**config.mk**
```make
export PLATFORM = sky130hd
export DESIGN_NAME = muldiv_unit
export DESIGN_NICKNAME = d
export VERILOG_FILES = /design/src/rtl/muldiv_pkg.sv /design/src/rtl/md_mul_step.sv /design/src/rtl/md_div_step.sv /design/src/rtl/muldiv_unit.sv
export SDC_FILE = /design/constraint.sdc
export NUM_CORES = 1
export LEC_CHECK = 0
export ABC_AREA = 1
export BUFFER_PORTS_ARGS = -buffer_cell sky130_fd_sc_hd__buf_2
export CAP_MARGIN = 20
export CORE_MARGIN = 1.5
export CORE_UTILIZATION = 25
export CTS_BUF_LIST = sky130_fd_sc_hd__clkbuf_4
export CTS_CLUSTER_DIAMETER = 100
export DETAILED_ROUTE_END_ITERATION = 6
export SLEW_MARGIN = 20
export SYNTH_ARGS = -nofsm -noshare
export SYNTH_HDL_FRONTEND = slang
export SYNTH_SLANG_ARGS = --single-unit
```
**constraint.sdc**
```tcl
create_clock -name clk -period 6.4 [get_ports clk]
set_input_delay 0.64 -clock clk [delete_from_list [all_inputs] [get_ports clk]]
set_output_delay 0.64 -clock clk [all_outputs]
set_load 0.01 [all_outputs]
```
**src/rtl/muldiv_pkg.sv**
```systemverilog
package muldiv_pkg;
  typedef enum logic [1:0] {
    OP_MUL_S = 2'd0,
    OP_MUL_U = 2'd1,
    OP_DIV_S = 2'd2,
    OP_DIV_U = 2'd3
  } md_op_e;

  typedef enum logic [1:0] {
    ST_IDLE = 2'd0,
    ST_RUN  = 2'd1,
    ST_FIN  = 2'd2
  } md_state_e;
endpackage

```
**src/rtl/md_mul_step.sv**
```systemverilog
// One shift-add multiply iteration: the low word holds the remaining multiplier bits
// and collects product bits as the accumulator shifts right.
module md_mul_step #(
  parameter int W = 32
) (
  input  logic [W:0]   acc_hi,
  input  logic [W-1:0] acc_lo,
  input  logic [W-1:0] mcand,
  output logic [W:0]   nxt_hi,
  output logic [W-1:0] nxt_lo
);
  logic [W:0] sum;

  always_comb begin
    sum    = acc_lo[0] ? (acc_hi + {1'b0, mcand}) : acc_hi;
    nxt_hi = {1'b0, sum[W:1]};
    nxt_lo = {sum[0], acc_lo[W-1:1]};
  end
endmodule

```
**src/rtl/md_div_step.sv**
```systemverilog
// One restoring divide iteration: shift in the next dividend bit, try the subtraction,
// keep the difference only when it is not negative.
module md_div_step #(
  parameter int W = 32
) (
  input  logic [W:0]   rem,
  input  logic [W-1:0] quo,
  input  logic [W-1:0] dvsr,
  output logic [W:0]   nxt_rem,
  output logic [W-1:0] nxt_quo
);
  logic [W:0]   shifted;
  logic [W+1:0] trial;

  always_comb begin
    shifted = {rem[W-1:0], quo[W-1]};
    trial   = {1'b0, shifted} - {2'b00, dvsr};
    if (!trial[W+1]) begin
      nxt_rem = trial[W:0];
      nxt_quo = {quo[W-2:0], 1'b1};
    end else begin
      nxt_rem = shifted;
      nxt_quo = {quo[W-2:0], 1'b0};
    end
  end
endmodule

```
**src/rtl/muldiv_unit.sv**
```systemverilog
module muldiv_unit
  import muldiv_pkg::*;
#(
  parameter int W = 32
) (
  input  logic         clk,
  input  logic         rst,
  input  logic         start,
  input  logic [1:0]   op,
  input  logic [W-1:0] opnd_a,
  input  logic [W-1:0] opnd_b,
  output logic         busy,
  output logic         done,
  input  logic         rd_hi,
  input  logic         rd_lo,
  output logic         rd_stall,
  output logic         rd_valid,
  output logic [W-1:0] rd_data
);
  localparam int CW  = $clog2(W);
  localparam int RES = 2 * W;
  localparam int LAT = W + 1;
  localparam int LCW = $clog2(LAT + 2);

  md_state_e    state;
  logic [CW-1:0] cnt;
  logic [W:0]   work_hi;
  logic [W-1:0] work_lo;
  logic [W-1:0] oper_b;
  logic [W-1:0] dvd_keep;
  logic         is_div, neg_q, neg_r, div_zero;
  logic [W-1:0] hi_r, lo_r;
  logic         done_r;
  logic [W-1:0] rd_data_r;
  logic         rd_valid_r;

  // operand magnitudes for the start cycle
  logic         sgn_op, a_neg, b_neg;
  logic [W-1:0] a_mag, b_mag;
  always_comb begin
    sgn_op = ~op[0];
    a_neg  = sgn_op & opnd_a[W-1];
    b_neg  = sgn_op & opnd_b[W-1];
    a_mag  = a_neg ? (~opnd_a + 1'b1) : opnd_a;
    b_mag  = b_neg ? (~opnd_b + 1'b1) : opnd_b;
  end

  // iteration datapaths
  logic [W:0]   mul_hi, div_hi;
  logic [W-1:0] mul_lo, div_lo;

  md_mul_step #(.W(W)) u_mul (
    .acc_hi(work_hi), .acc_lo(work_lo), .mcand(oper_b),
    .nxt_hi(mul_hi),  .nxt_lo(mul_lo)
  );

  md_div_step #(.W(W)) u_div (
    .rem(work_hi),    .quo(work_lo), .dvsr(oper_b),
    .nxt_rem(div_hi), .nxt_quo(div_lo)
  );

  // sign fix-up for the final cycle
  logic [RES-1:0] prod;
  logic [W-1:0]   fin_hi, fin_lo;
  always_comb begin
    prod = {work_hi[W-1:0], work_lo};
    if (neg_q && !is_div) prod = ~prod + 1'b1;
    if (!is_div) begin
      fin_hi = prod[RES-1:W];
      fin_lo = prod[W-1:0];
    end else if (div_zero) begin
      fin_hi = dvd_keep;
      fin_lo = '1;
    end else begin
      fin_lo = neg_q ? (~work_lo + 1'b1) : work_lo;
      fin_hi = neg_r ? (~work_hi[W-1:0] + 1'b1) : work_hi[W-1:0];
    end
  end

  always_ff @(posedge clk) begin
    if (rst) begin
      state    <= ST_IDLE;
      cnt      <= '0;
      work_hi  <= '0;
      work_lo  <= '0;
      oper_b   <= '0;
      dvd_keep <= '0;
      is_div   <= 1'b0;
      neg_q    <= 1'b0;
      neg_r    <= 1'b0;
      div_zero <= 1'b0;
      hi_r     <= '0;
      lo_r     <= '0;
      done_r   <= 1'b0;
    end else begin
      done_r <= 1'b0;
      unique case (state)
        ST_IDLE: if (start) begin
          state    <= ST_RUN;
          cnt      <= '0;
          work_hi  <= '0;
          work_lo  <= a_mag;
          oper_b   <= b_mag;
          dvd_keep <= opnd_a;
          is_div   <= op[1];
          neg_q    <= a_neg ^ b_neg;
          neg_r    <= a_neg;
          div_zero <= op[1] & (opnd_b == '0);
        end
        ST_RUN: begin
          work_hi <= is_div ? div_hi : mul_hi;
          work_lo <= is_div ? div_lo : mul_lo;
          cnt     <= cnt + 1'b1;
          if (cnt == CW'(W - 1)) state <= ST_FIN;
        end
        ST_FIN: begin
          hi_r   <= fin_hi;
          lo_r   <= fin_lo;
          done_r <= 1'b1;
          state  <= ST_IDLE;
        end
        default: state <= ST_IDLE;
      endcase
    end
  end

  // read ports: refused while an operation is in flight
  always_ff @(posedge clk) begin
    if (rst) begin
      rd_data_r  <= '0;
      rd_valid_r <= 1'b0;
    end else begin
      rd_valid_r <= (rd_hi | rd_lo) & (state == ST_IDLE);
      if ((rd_hi | rd_lo) && state == ST_IDLE)
        rd_data_r <= rd_hi ? hi_r : lo_r;
    end
  end

  assign busy     = (state != ST_IDLE);
  assign done     = done_r;
  assign rd_stall = (rd_hi | rd_lo) & busy;
  assign rd_valid = rd_valid_r;
  assign rd_data  = rd_data_r;

  // ---------------- assertions ----------------
  logic [LCW-1:0] busy_len;
  always_ff @(posedge clk) begin
    if (rst)       busy_len <= '0;
    else if (busy) busy_len <= busy_len + 1'b1;
    else           busy_len <= '0;
  end

  p_done_pulse_r6: assert property (@(posedge clk) disable iff (rst)
    done |=> !done);
  p_done_after_busy_r6: assert property (@(posedge clk) disable iff (rst)
    done |-> (!busy && $past(busy)));
  p_busy_len_r6: assert property (@(posedge clk) disable iff (rst)
    $fell(busy) |-> (busy_len == LCW'(LAT)));
  p_hilo_hold_r6: assert property (@(posedge clk) disable iff (rst)
    busy |-> ($stable(hi_r) && $stable(lo_r)));
  p_busy_from_start_r7: assert property (@(posedge clk) disable iff (rst)
    $rose(busy) |-> $past(start));
  p_no_read_busy_r9: assert property (@(posedge clk) disable iff (rst)
    rd_valid |-> !$past(busy));
  p_rem_bound_r3: assert property (@(posedge clk) disable iff (rst)
    (state == ST_RUN && is_div && !div_zero) |-> (work_hi < {1'b0, oper_b}));
endmodule

```
==> impl_results.md <==
* Total Nets Final at 3493
* Sw power at 1.88 mW
* Post-synth top area share at 0.244
* Critical path class: in -> out
* Synthesis-to-layout area growth at 11.5%
* Overall power at 4.56 mW
* Synthesized area per cell at 5.92 um^2
* Die X at 283 um
* Post-synth ARST share at 0
* Clock transition at path regs at 0.06 ns
* IO Port Bufs at 106
* Worst-Skew Late Latency at 0.85 ns
* Sequential-to-total area share from yosys stat at 0.244
* Sum Neg Setup Slack at 0 ns
* Core area at 0.0775 mm^2
* Cell count after synthesis at 3302
* Status: finished with violations
* I/O Pins at 107
* Core Rows at 102
* Initial core utilization at 0.252
* Logic pwr share at 0.316
* VDD IR max at 0.0835 mV
* Period utilization at 0.504
* CP delay by family, top: buffers and inverters
* # Max-Cap Violations at 0
* Flip-flop and latch area at 0.00476 mm^2
* Internal at 2.68 mW
* Multi-input gate area at 0.0125 mm^2
* Post-CTS setup buffer count at 0
* Most frequent cell after synthesis: nand2_1
* Sw Ratio at 0.412
* Worst Skew at 0.0571 ns
* Total gr overflow at 0
* Num CTS Buffers at 66
* FMAX at 310 MHz
* Crit-path max cell delay at 0.94 ns
* R2R setup slack at 3.28 ns
* DR iter-0 viols at 2211
* DRC Markers at 16
* Critical path arrival at 2.59 ns
* Hold buffer count at CTS at 0
* Final Slew Violations at 0
* Worst hold path class: in -> reg
* Most Frequent Cell on Critical Path: buf_2
* Final core occ at 0.281
* PwrDens at 209 mW/mm^2
* First-pass GRT wire length at 122000 um
* Worst Path Max Fanout at 34
* CP Launch Type: input pin
* Endpoints failing hold at 0
* H-Tree Depth at 3
* CP max-delay cell: clkinv_1
* Critical Path RT at 5.76 ns
* RSZ-0062 raised after global routing: false
* CP Capture Type: output pin
* Max-slew headroom at 0.250
* CTS tree: yes
* Final wirelength at 80800 um
* Tightest Pin Transition at 1.12 ns
* Post-synth cell types at 56
* Net Count, Synth at 3445
* Clk sinks at 238
* Violated checks: design-rule violations
* Die Ht at 283 um
* Layout cell share with drive strength beyond 1 at 0.0892
* Final HPWL DP at 62600 um
* DR vias/cell at 4.99
* Antenna violations before repair at 5
* Synth top cells by count: nand2_1, inv_1, a21oi_1, nor2_1, o21ai_0
* Post-DP Area at 0.0210 mm^2
* Buf/Inv on CP at 3
* CTS resizes at 0
* Share of total power in the clock network at 0.314
* Final setup viols at 0
* Routed len/inst at 18.2 um
* Post-route ant nets at 0
* Yosys Warn Count at 0
* Post-synth EDFFs at 0
* Synthesized cell area at 0.0196 mm^2
* Vias in the first global route at 20500
* CTS max path bufs at 3
* Leakage at 10.2 nW
* Root buffer cell: clkbuf_4
* Post-route cell area at 0.0218 mm^2
* Largest cells by area after synthesis: dfxtp_1, nand2_1, inv_1
* Pre-antenna DRT Iters at 7
* Die Area at 0.0799 mm^2
* GRT Total Usage at 0.199
* Placer Congestion at 0.988
* Register bit total from synthesis at 238
* Fillcell total at 8869
* Most used DFF post-synth: dfxtp_1
* Critical Path, Cell by Cell: buf_2, clkinv_1, a21oi_1, buf_2
* Yosys top cell by area: dfxtp_1
* Routed vias at 22200
* Min cycle time layout at 3.23 ns
* Pin count of the biggest net entering global routing at 84
* Flop pwr share at 0.371
## worst reg2reg max path, stage by stage, from the launching register on
cell and delay [ns]:
dfxtp_1 0.35, nor2_1 0.66, nand2_2 0.11, inv_2 0.07
buf_4 0.54, nor2_4 0.05, inv_1 0.83, o22ai_1 0.17
nor2_1 0.14, nor2_1 0.04
## metal layers
layer | wire, um | global-route usage | vias up | part of all wire
met4 | 3620 | 0.0919 | 4 | 0.045
met2 | 36200 | 0.321 | 819 | 0.45
met3 | 5820 | 0.0377 | 172 | 0.072
met5 | 27 | 0 | - | 0.00033
li1 | - | - | 11000 | -
met1 | 35100 | 0.256 | 10200 | 0.43
## power groups by stage
| stage | clock (mW) | combinational, mW | sequential (mW) |
|---|---|---|---|
| after floorplan | 0 | 1.01 | 1.66 |
| after global placement | 0 | 1.40 | 1.72 |
| after detailed placement | 0 | 1.41 | 1.72 |
| after CTS | 1.46 | 1.42 | 1.69 |
| after global routing | 1.53 | 1.60 | 1.70 |
| final | 1.43 | 1.44 | 1.69 |
## final timing paths
kind,startpoint,endpoint,cells after the start
min,opnd_b[0],oper_b[0],3
max reg2reg,state[0],work_hi[19],9
max,rd_hi,rd_stall,4
min reg2reg,hi_r[30],rd_data[30],2
## area by class of cell
cell class,instances,share of cell area
inverter,451,0.0781
multi-input combinational,2466,0.574
antenna,5,0.000574
timing repair buffer,127,0.0316
tap,1040,0.0597
sequential,238,0.219
clock inverter,22,0.00534
clock buffer,94,0.0324
## cells in the final DEF, fill, tap and decap left out, types with 17 or more instances in the layout
| cell type | instances |
|---|---|
| a221oi_1 | 35 |
| nor2_1 | 314 |
| xor2_1 | 61 |
| buf_2 | 106 |
| inv_1 | 434 |
| clkinv_1 | 18 |
| o21ai_0 | 277 |
| nand4_1 | 23 |
| ha_1 | 70 |
| buf_4 | 21 |
| nand3_1 | 211 |
| nor3_1 | 31 |
| dfxtp_1 | 238 |
| o211ai_1 | 33 |
| clkbuf_4 | 94 |
| a21oi_1 | 318 |
| nand2_1 | 866 |
| a31oi_1 | 42 |
| xnor2_1 | 28 |
| nand3b_1 | 17 |
## flip-flops by register name (all words and copies together), names as in the netlist, 2 cells and up
register,cells
cnt,5
dvd_keep,32
hi_r,32
lo_r,32
oper_b,32
rd_data,32
state,2
work_hi,33
work_lo,32
## cells by family after synthesis
logic type / count (synthesis) / share of synthesized area
AO/OA/AOI/OAI: 776 / 0.222
XOR/XNOR: 89 / 0.0399
adder cells (fa/ha/maj): 72 / 0.0468
buffers and inverters: 598 / 0.119
flip-flops: 238 / 0.244
AND/OR/NAND/NOR: 1529 / 0.329
## per-stage QoR
| step | hold slack, ns | setup slack [ns] | std cells |
|---|---|---|---|
| after CTS | 0.0827 | 3.19 | 4438 |
| after detailed placement | 0.449 | 3.05 | 4322 |
| after global placement | 0.442 | 3.07 | 4322 |
| final | 0.117 | 3.17 | 4443 |
| after floorplan | 0.430 | 4.22 | 3302 |
| after global routing | 0.143 | 3.04 | 4440 |
No activity file was read; power rests on OpenSTA's default activity.
